[src/rtl/boot_copier_pkg.sv]
package boot_copier_pkg;

    typedef enum logic [2:0] {
        ST_START = 3'd0,
        ST_SEL   = 3'd1,
        ST_RD_HI = 3'd2,
        ST_RD_LO = 3'd3,
        ST_WRITE = 3'd4,
        ST_DONE  = 3'd5
    } copy_state_e;

    typedef struct packed {
        copy_state_e state;
    } copy_ctl_t;

endpackage

[src/rtl/boot_pair_packer.sv]
module boot_pair_packer #(
    parameter int BYTE_W = 8
) (
    input  logic                  clk,
    input  logic                  rst_n,
    input  logic                  load_hi_i,
    input  logic                  load_lo_i,
    input  logic [BYTE_W-1:0]     byte_i,
    output logic [2*BYTE_W-1:0]   word_o
);
    typedef struct packed {
        logic [BYTE_W-1:0] hi;
        logic [BYTE_W-1:0] lo;
    } pair_t;

    pair_t pair_d, pair_q;

    always_comb begin
        pair_d = pair_q;
        if (load_hi_i) pair_d.hi = byte_i;
        if (load_lo_i) pair_d.lo = byte_i;
    end

    always_ff @(posedge clk or negedge rst_n) begin
        if (!rst_n) pair_q <= '0;
        else        pair_q <= pair_d;
    end

    assign word_o = {pair_q.hi, pair_q.lo};

endmodule

[src/rtl/boot_word_counter.sv]
module boot_word_counter #(
    parameter int WORDS = 256,
    parameter int CW    = (WORDS > 1) ? $clog2(WORDS) : 1
) (
    input  logic          clk,
    input  logic          rst_n,
    input  logic          step_i,
    output logic [CW-1:0] count_o,
    output logic          last_o
);
    localparam logic [CW-1:0] LAST = CW'(WORDS - 1);

    logic [CW-1:0] cnt_d, cnt_q;

    always_comb begin
        cnt_d = cnt_q;
        if (step_i) cnt_d = (cnt_q == LAST) ? '0 : cnt_q + 1'b1;
    end

    always_ff @(posedge clk or negedge rst_n) begin
        if (!rst_n) cnt_q <= '0;
        else        cnt_q <= cnt_d;
    end

    assign count_o = cnt_q;
    assign last_o  = (cnt_q == LAST);

endmodule

[src/rtl/boot_copier.sv]
module boot_copier
    import boot_copier_pkg::*;
#(
    parameter int              BYTE_COUNT = 512,
    parameter int              ADDR_W     = 24,
    parameter logic [23:0]     IDX_ADDR   = 24'hF00001,
    parameter logic [23:0]     DATA_ADDR  = 24'hF00000,
    parameter logic [7:0]      FLASH_IDX  = 8'h00,
    parameter logic [23:0]     MEM_BASE   = 24'h000000
) (
    input  logic              clk,
    input  logic              rst_n,
    input  logic              inhibit_i,
    output logic              bus_cyc_o,
    output logic              bus_we_o,
    output logic [ADDR_W-1:0] bus_addr_o,
    output logic [7:0]        bus_wdata_o,
    input  logic [7:0]        bus_rdata_i,
    input  logic              bus_ack_i,
    output logic              mem_wr_o,
    output logic [ADDR_W-1:0] mem_addr_o,
    output logic [15:0]       mem_wdata_o,
    input  logic              mem_ack_i,
    output logic              cpu_reset_n_o,
    output logic              cpu_halt_n_o,
    output logic              done_o
);
    localparam int WORDS = BYTE_COUNT / 2;
    localparam int CW    = (WORDS > 1) ? $clog2(WORDS) : 1;

    copy_ctl_t ctl_d, ctl_q;

    logic [CW-1:0] word_idx;
    logic          last_word;
    logic [15:0]   word_data;
    logic          in_sel, in_rd_hi, in_rd_lo, in_write, in_done;
    logic          write_taken;

    assign in_sel      = (ctl_q.state == ST_SEL);
    assign in_rd_hi    = (ctl_q.state == ST_RD_HI);
    assign in_rd_lo    = (ctl_q.state == ST_RD_LO);
    assign in_write    = (ctl_q.state == ST_WRITE);
    assign in_done     = (ctl_q.state == ST_DONE);
    assign write_taken = in_write && mem_ack_i;

    always_comb begin
        ctl_d = ctl_q;
        case (ctl_q.state)
            ST_START: ctl_d.state = inhibit_i ? ST_DONE : ST_SEL;
            ST_SEL:   if (bus_ack_i) ctl_d.state = ST_RD_HI;
            ST_RD_HI: if (bus_ack_i) ctl_d.state = ST_RD_LO;
            ST_RD_LO: if (bus_ack_i) ctl_d.state = ST_WRITE;
            ST_WRITE: if (mem_ack_i) ctl_d.state = last_word ? ST_DONE : ST_RD_HI;
            ST_DONE:  ctl_d.state = ST_DONE;
            default:  ctl_d.state = ST_START;
        endcase
    end

    always_ff @(posedge clk or negedge rst_n) begin
        if (!rst_n) ctl_q <= '{state: ST_START};
        else        ctl_q <= ctl_d;
    end

    boot_word_counter #(.WORDS(WORDS), .CW(CW)) u_count (
        .clk     (clk),
        .rst_n   (rst_n),
        .step_i  (write_taken),
        .count_o (word_idx),
        .last_o  (last_word)
    );

    boot_pair_packer #(.BYTE_W(8)) u_pack (
        .clk       (clk),
        .rst_n     (rst_n),
        .load_hi_i (in_rd_hi && bus_ack_i),
        .load_lo_i (in_rd_lo && bus_ack_i),
        .byte_i    (bus_rdata_i),
        .word_o    (word_data)
    );

    always_comb begin
        bus_cyc_o   = in_sel || in_rd_hi || in_rd_lo;
        bus_we_o    = in_sel;
        bus_addr_o  = '0;
        bus_wdata_o = '0;
        if (in_sel) begin
            bus_addr_o  = ADDR_W'(IDX_ADDR);
            bus_wdata_o = FLASH_IDX;
        end else if (in_rd_hi || in_rd_lo) begin
            bus_addr_o  = ADDR_W'(DATA_ADDR);
        end
        mem_wr_o    = in_write;
        mem_addr_o  = in_write ? ADDR_W'(MEM_BASE) + ADDR_W'({word_idx, 1'b0}) : '0;
        mem_wdata_o = in_write ? word_data : '0;
    end

    assign done_o        = in_done;
    assign cpu_reset_n_o = in_done;
    assign cpu_halt_n_o  = in_done;

    AST_DONE_STICKY: assert property (@(posedge clk) disable iff (!rst_n)
        done_o |=> done_o);
    AST_QUIET_AFTER_DONE: assert property (@(posedge clk) disable iff (!rst_n)
        cpu_reset_n_o |-> !bus_cyc_o && !mem_wr_o);
    AST_BUS_HOLD: assert property (@(posedge clk) disable iff (!rst_n)
        bus_cyc_o && !bus_ack_i |=> bus_cyc_o && $stable(bus_addr_o)
                                    && $stable(bus_we_o) && $stable(bus_wdata_o));
    AST_MEM_HOLD: assert property (@(posedge clk) disable iff (!rst_n)
        mem_wr_o && !mem_ack_i |=> mem_wr_o && $stable(mem_addr_o)
                                   && $stable(mem_wdata_o));
    AST_READ_AFTER_WRITE: assert property (@(posedge clk) disable iff (!rst_n)
        mem_wr_o && mem_ack_i |=> !mem_wr_o);
    AST_NO_OVERLAP: assert property (@(posedge clk) disable iff (!rst_n)
        !(bus_cyc_o && mem_wr_o));

endmodule

[config.mk]
export PLATFORM = sky130hd
export DESIGN_NAME = boot_copier
export DESIGN_NICKNAME = d
export VERILOG_FILES = /design/src/rtl/boot_copier_pkg.sv /design/src/rtl/boot_pair_packer.sv /design/src/rtl/boot_word_counter.sv /design/src/rtl/boot_copier.sv
export SDC_FILE = /design/constraint.sdc
export NUM_CORES = 1
export LEC_CHECK = 0
export BUFFER_PORTS_ARGS = -buffer_cell sky130_fd_sc_hd__buf_2
export CORE_UTILIZATION = 50
export DETAILED_ROUTE_END_ITERATION = 12
export PLACE_DENSITY = 0.84
export SLEW_MARGIN = 10
export SYNTH_ARGS = -nofsm -noshare
export SYNTH_HDL_FRONTEND = slang
export SYNTH_HIERARCHICAL = 1
export SYNTH_SLANG_ARGS = --single-unit
[constraint.sdc]
create_clock -name clk -period 3.2 [get_ports clk]
set_input_delay 0.16 -clock clk [delete_from_list [all_inputs] [get_ports clk]]
set_output_delay 0.16 -clock clk [all_outputs]
set_load 0.02 [all_outputs]
==> results.md <==
| Item | This run | Unit |
|:---|:---|:---|
| Outcome | completed | - |
| Cell area after placement | 1900 | sq um |
| Number of optimization iterations in the first detailed-route pass | 4 | - |
| Post-route standard cell area excluding fillers | 1960 | sq um |
| Die X | 63.0 | um |
| Start point of the worst hold path | bus_rdata_i[2] | - |
| Average instance area after synthesis | 10.3 | sq um |
| Cell types occupying the most area after synthesis | sky130_fd_sc_hd__dfrtp_1 36%, sky130_fd_sc_hd__buf_4 20%, sky130_fd_sc_hd__mux2_4 13%, sky130_fd_sc_hd__and3_1 8.7%, sky130_fd_sc_hd__xnor2_1 1.9% | - |
| Netlist Area Pre-Place | 1860 | sq um |
| Synthesized instance count | 181 | - |
| Most common cell in the synthesized netlist | sky130_fd_sc_hd__buf_4 | - |
| Net switching component of the power | 671 | uW |
| Highest fanout seen on the critical path | 10 | - |
| Largest area contributor in the synthesized netlist | sky130_fd_sc_hd__dfrtp_1 | - |
| Fraction of final layout cells with drive strength greater than 1 | 34.4 | % |
| Clock Power Share | 12.5 | % |
| Max Cap Violations | 0 | - |
| Sequential cell area fraction in the yosys report | 36.3 | % |
| Worst path arrival time | 2.16 | ns |
| Setup repair after global routing missed its margin | false | - |
| Combinational group share of total power | 49.5 | % |
| Kind of capture point of the worst setup path | register | - |
| Worst skew pair latency | 0.27 | ns |
| Vias after detailed routing | 1262 | - |
| Transition time of the tightest slew-check pin | 0.959 | ns |
| Leakage power | 0.00113 | uW |
| Count of endpoints failing setup in the final report | 0 | - |
| Largest net degree at the start of global routing | 36 | - |
| Final clock period utilization by the worst path | 62.2 | % |
| CP Launch Point | ctl_q[0] | - |
| Min cycle time layout | 1.99 | ns |
| First DRT Iteration DRCs | 41 | - |
| Power density cells | 811 | nW/um^2 |
| Number of vias per cell | 4.78 | - |
| Cells on worst reg2reg path | 3 | - |
| Critical path required time | 3.36 | ns |
| Clock transition at the register clock pins on the worst setup and hold paths after CTS | 0.09 | ns |
| Max VDD drop | 0.239 | mV |
| EDFF count, synth | 0 | - |
| Area grow syn2layout | 5.04 | % |
| DRC Markers | 0 | - |
| Gr usage total | 16.9 | % |
| Fin Setup TNS | 0 | ns |
| First-pass GRT wire length | 5.24 | mm |
| Core Footprint | 3440 | sq um |
| Synthesis-stage register bit count | 27 | - |
| I/O pin count | 91 | - |
| Critical R2R Launch | ctl_q[0] | - |
| Number of antenna violations at the first check in global routing | 0 | - |
| Cell internal pwr | 915 | uW |
| Most frequently used flop master after synthesis | sky130_fd_sc_hd__dfrtp_1 | - |
| Termination of the worst setup path | u_pack/word_o[2] | - |
| Number of buffers added to fix hold violations after cts | 1 | - |
| Sink count of the clock tree | 27 | - |
| Final Max Slew Viols | 0 | - |
| Unique masters post-synth | 38 | - |
| Net count, final | 233 | - |
| Clock buffers created by TritonCTS | 3 | - |
| Final Wtd Congestion | 0.760 | - |
| Number of antenna diodes | 0 | - |
| Post-synthesis async set-or-reset flop share | 100 | % |
| Destination of the worst register-to-register timing path | u_pack/word_o[2] | - |
| Fill cell instance count of the final layout | 313 | - |
| Number of port buffers | 47 | - |
| CTS tree | done | - |
| Total congestion overflow after global routing | 0 | - |
| CTS root buffer | sky130_fd_sc_hd__clkbuf_8 | - |
| Post_cts resized | 0 | - |
| Die Outline Area | 3970 | sq um |
| Commonest cells in the netlist | 49 x sky130_fd_sc_hd__buf_4, 27 x sky130_fd_sc_hd__dfrtp_1, 26 x sky130_fd_sc_hd__and3_1 | - |
| Setup Skew | 0.00248 | ns |
| Buffers inserted by post-CTS timing repair | 0 | - |
| Relative slew margins | 35.8 | % |
| Critical Path Start Type | register | - |
| Register share of total power | 38.0 | % |
| Antenna viol nets, final | 0 | - |
| Maximum clock insertion buffer count | 2 | - |
| Chip height | 63.0 | um |
| Switching share of total power | 42.3 | % |
| Area fraction of the dominant cell type after synthesis | 36.3 | % |
| Worst hold path class | input pin to register | - |
| Number of warnings reported in the yosys synthesis log | 6 | - |
| Register-to-Register Setup Slack | 1.21 | ns |
| CTS H-tree lvls | 1 | - |
| Crit Path Category | register to register | - |
| Number of failing hold endpoints at the final stage | 0 | - |
| Fmax achieved | 502 | MHz |
| DP HPWL | 2.36 | mm |
| Total number of placement rows | 21 | - |
| Final Routed Wirelength | 3.23 | mm |
| Routed length per placed instance | 12.3 | um |
| Vias in the first global route | 1093 | - |
| Initial core utilization | 54.1 | % |
==> how the worst min path moves through the flow <==
stage                              to  slack [ns]  cells past startpoint
floorplan                    ctl_q[0]       -0.14                      0
global placement    u_pack/word_o[13]        0.19                      1
detailed placement  u_pack/word_o[13]        0.20                      1
CTS                  u_pack/word_o[4]        0.13                      2
global route         u_pack/word_o[9]        0.13                      2
finish              u_pack/word_o[10]        0.14                      2
==> cell type report <==
| cell class | count | area (sq um) | share of cell area, % |
|---|---|---|---|
| multi-input cells | 136 | 910 | 46.5 |
| flip-flops and latches | 27 | 676 | 34.5 |
| repair buffers | 50 | 260 | 13.3 |
| well taps | 46 | 57.6 | 2.94 |
| clock buffers | 3 | 41.3 | 2.11 |
| clock inverters | 1 | 7.51 | 0.384 |
| inverters | 1 | 3.75 | 0.192 |
==> critical path, stage by stage, from the launching register on <==
cell and delay, ns:
sky130_fd_sc_hd__dfrtp_1 0.59, sky130_fd_sc_hd__nand2b_1 0.17, sky130_fd_sc_hd__nor2_1 0.77, sky130_fd_sc_hd__mux2_4 0.36
==> layer usage <==
metal | vias to the layer above | track usage, % | wire length (um)
li1 | 599 | - | -
met3 | 6 | 2.37 | 143
met1 | 606 | 21.6 | 1420
met4 | 0 | 7.85 | 64
met5 | - | 0 | 0
met2 | 51 | 28.1 | 1600
==> flip-flops by register name (all words and copies together), names as in the netlist <==
register         cells
ctl_q                3
u_count/count_o      8
u_pack/word_o       16
==> power by group through the flow <==
stage / Sequential (uW) / Clock (uW) / Combinational (uW)
after floorplan: 541 / 0 / 771
after global placement: 600 / 0 / 770
after detailed placement: 607 / 0 / 784
after CTS: 601 / 200 / 788
after global routing: 624 / 214 / 849
final: 603 / 198 / 785
==> cells in the final DEF (no fill, tap or decap), drive strengths merged, types with 3 or more instances in the layout <==
cell type   n
conb       43
mux2       17
buf        49
a21oi       3
nand2       9
clkbuf      3
and3       26
nor2        6
dfrtp      27
xnor2       4
==> through the flow <==
step / hold WS, ns / utilization [%] / setup WS (ns) / total power [uW] / std cells
after floorplan: -0.136 / - / 1.67 / 1310 / 223
after global placement: 0.190 / 55.1 / 1.29 / 1370 / 259
after detailed placement: 0.198 / 55.1 / 1.20 / 1390 / 259
after CTS: 0.130 / 56.8 / 1.21 / 1590 / 264
after global routing: 0.126 / 56.8 / 1.05 / 1690 / 264
final: 0.136 / 56.8 / 1.21 / 1590 / 264
==> cell families (layout without fill, tap and decap cells) <==
logic type | Yosys count | after routing | share of synthesized area [%]
compound gates | 12 | 12 | 4.23
mux | 18 | 18 | 14.0
flops | 27 | 27 | 36.3
simple gates | 57 | 57 | 18.9
xor+xnor | 5 | 5 | 2.35
other cells | 1 | 43 | 0.201
fa+ha+maj | 1 | 1 | 0.672
buf+inv | 60 | 55 | 23.3
Note: power is estimated with default switching activity, not from simulation.
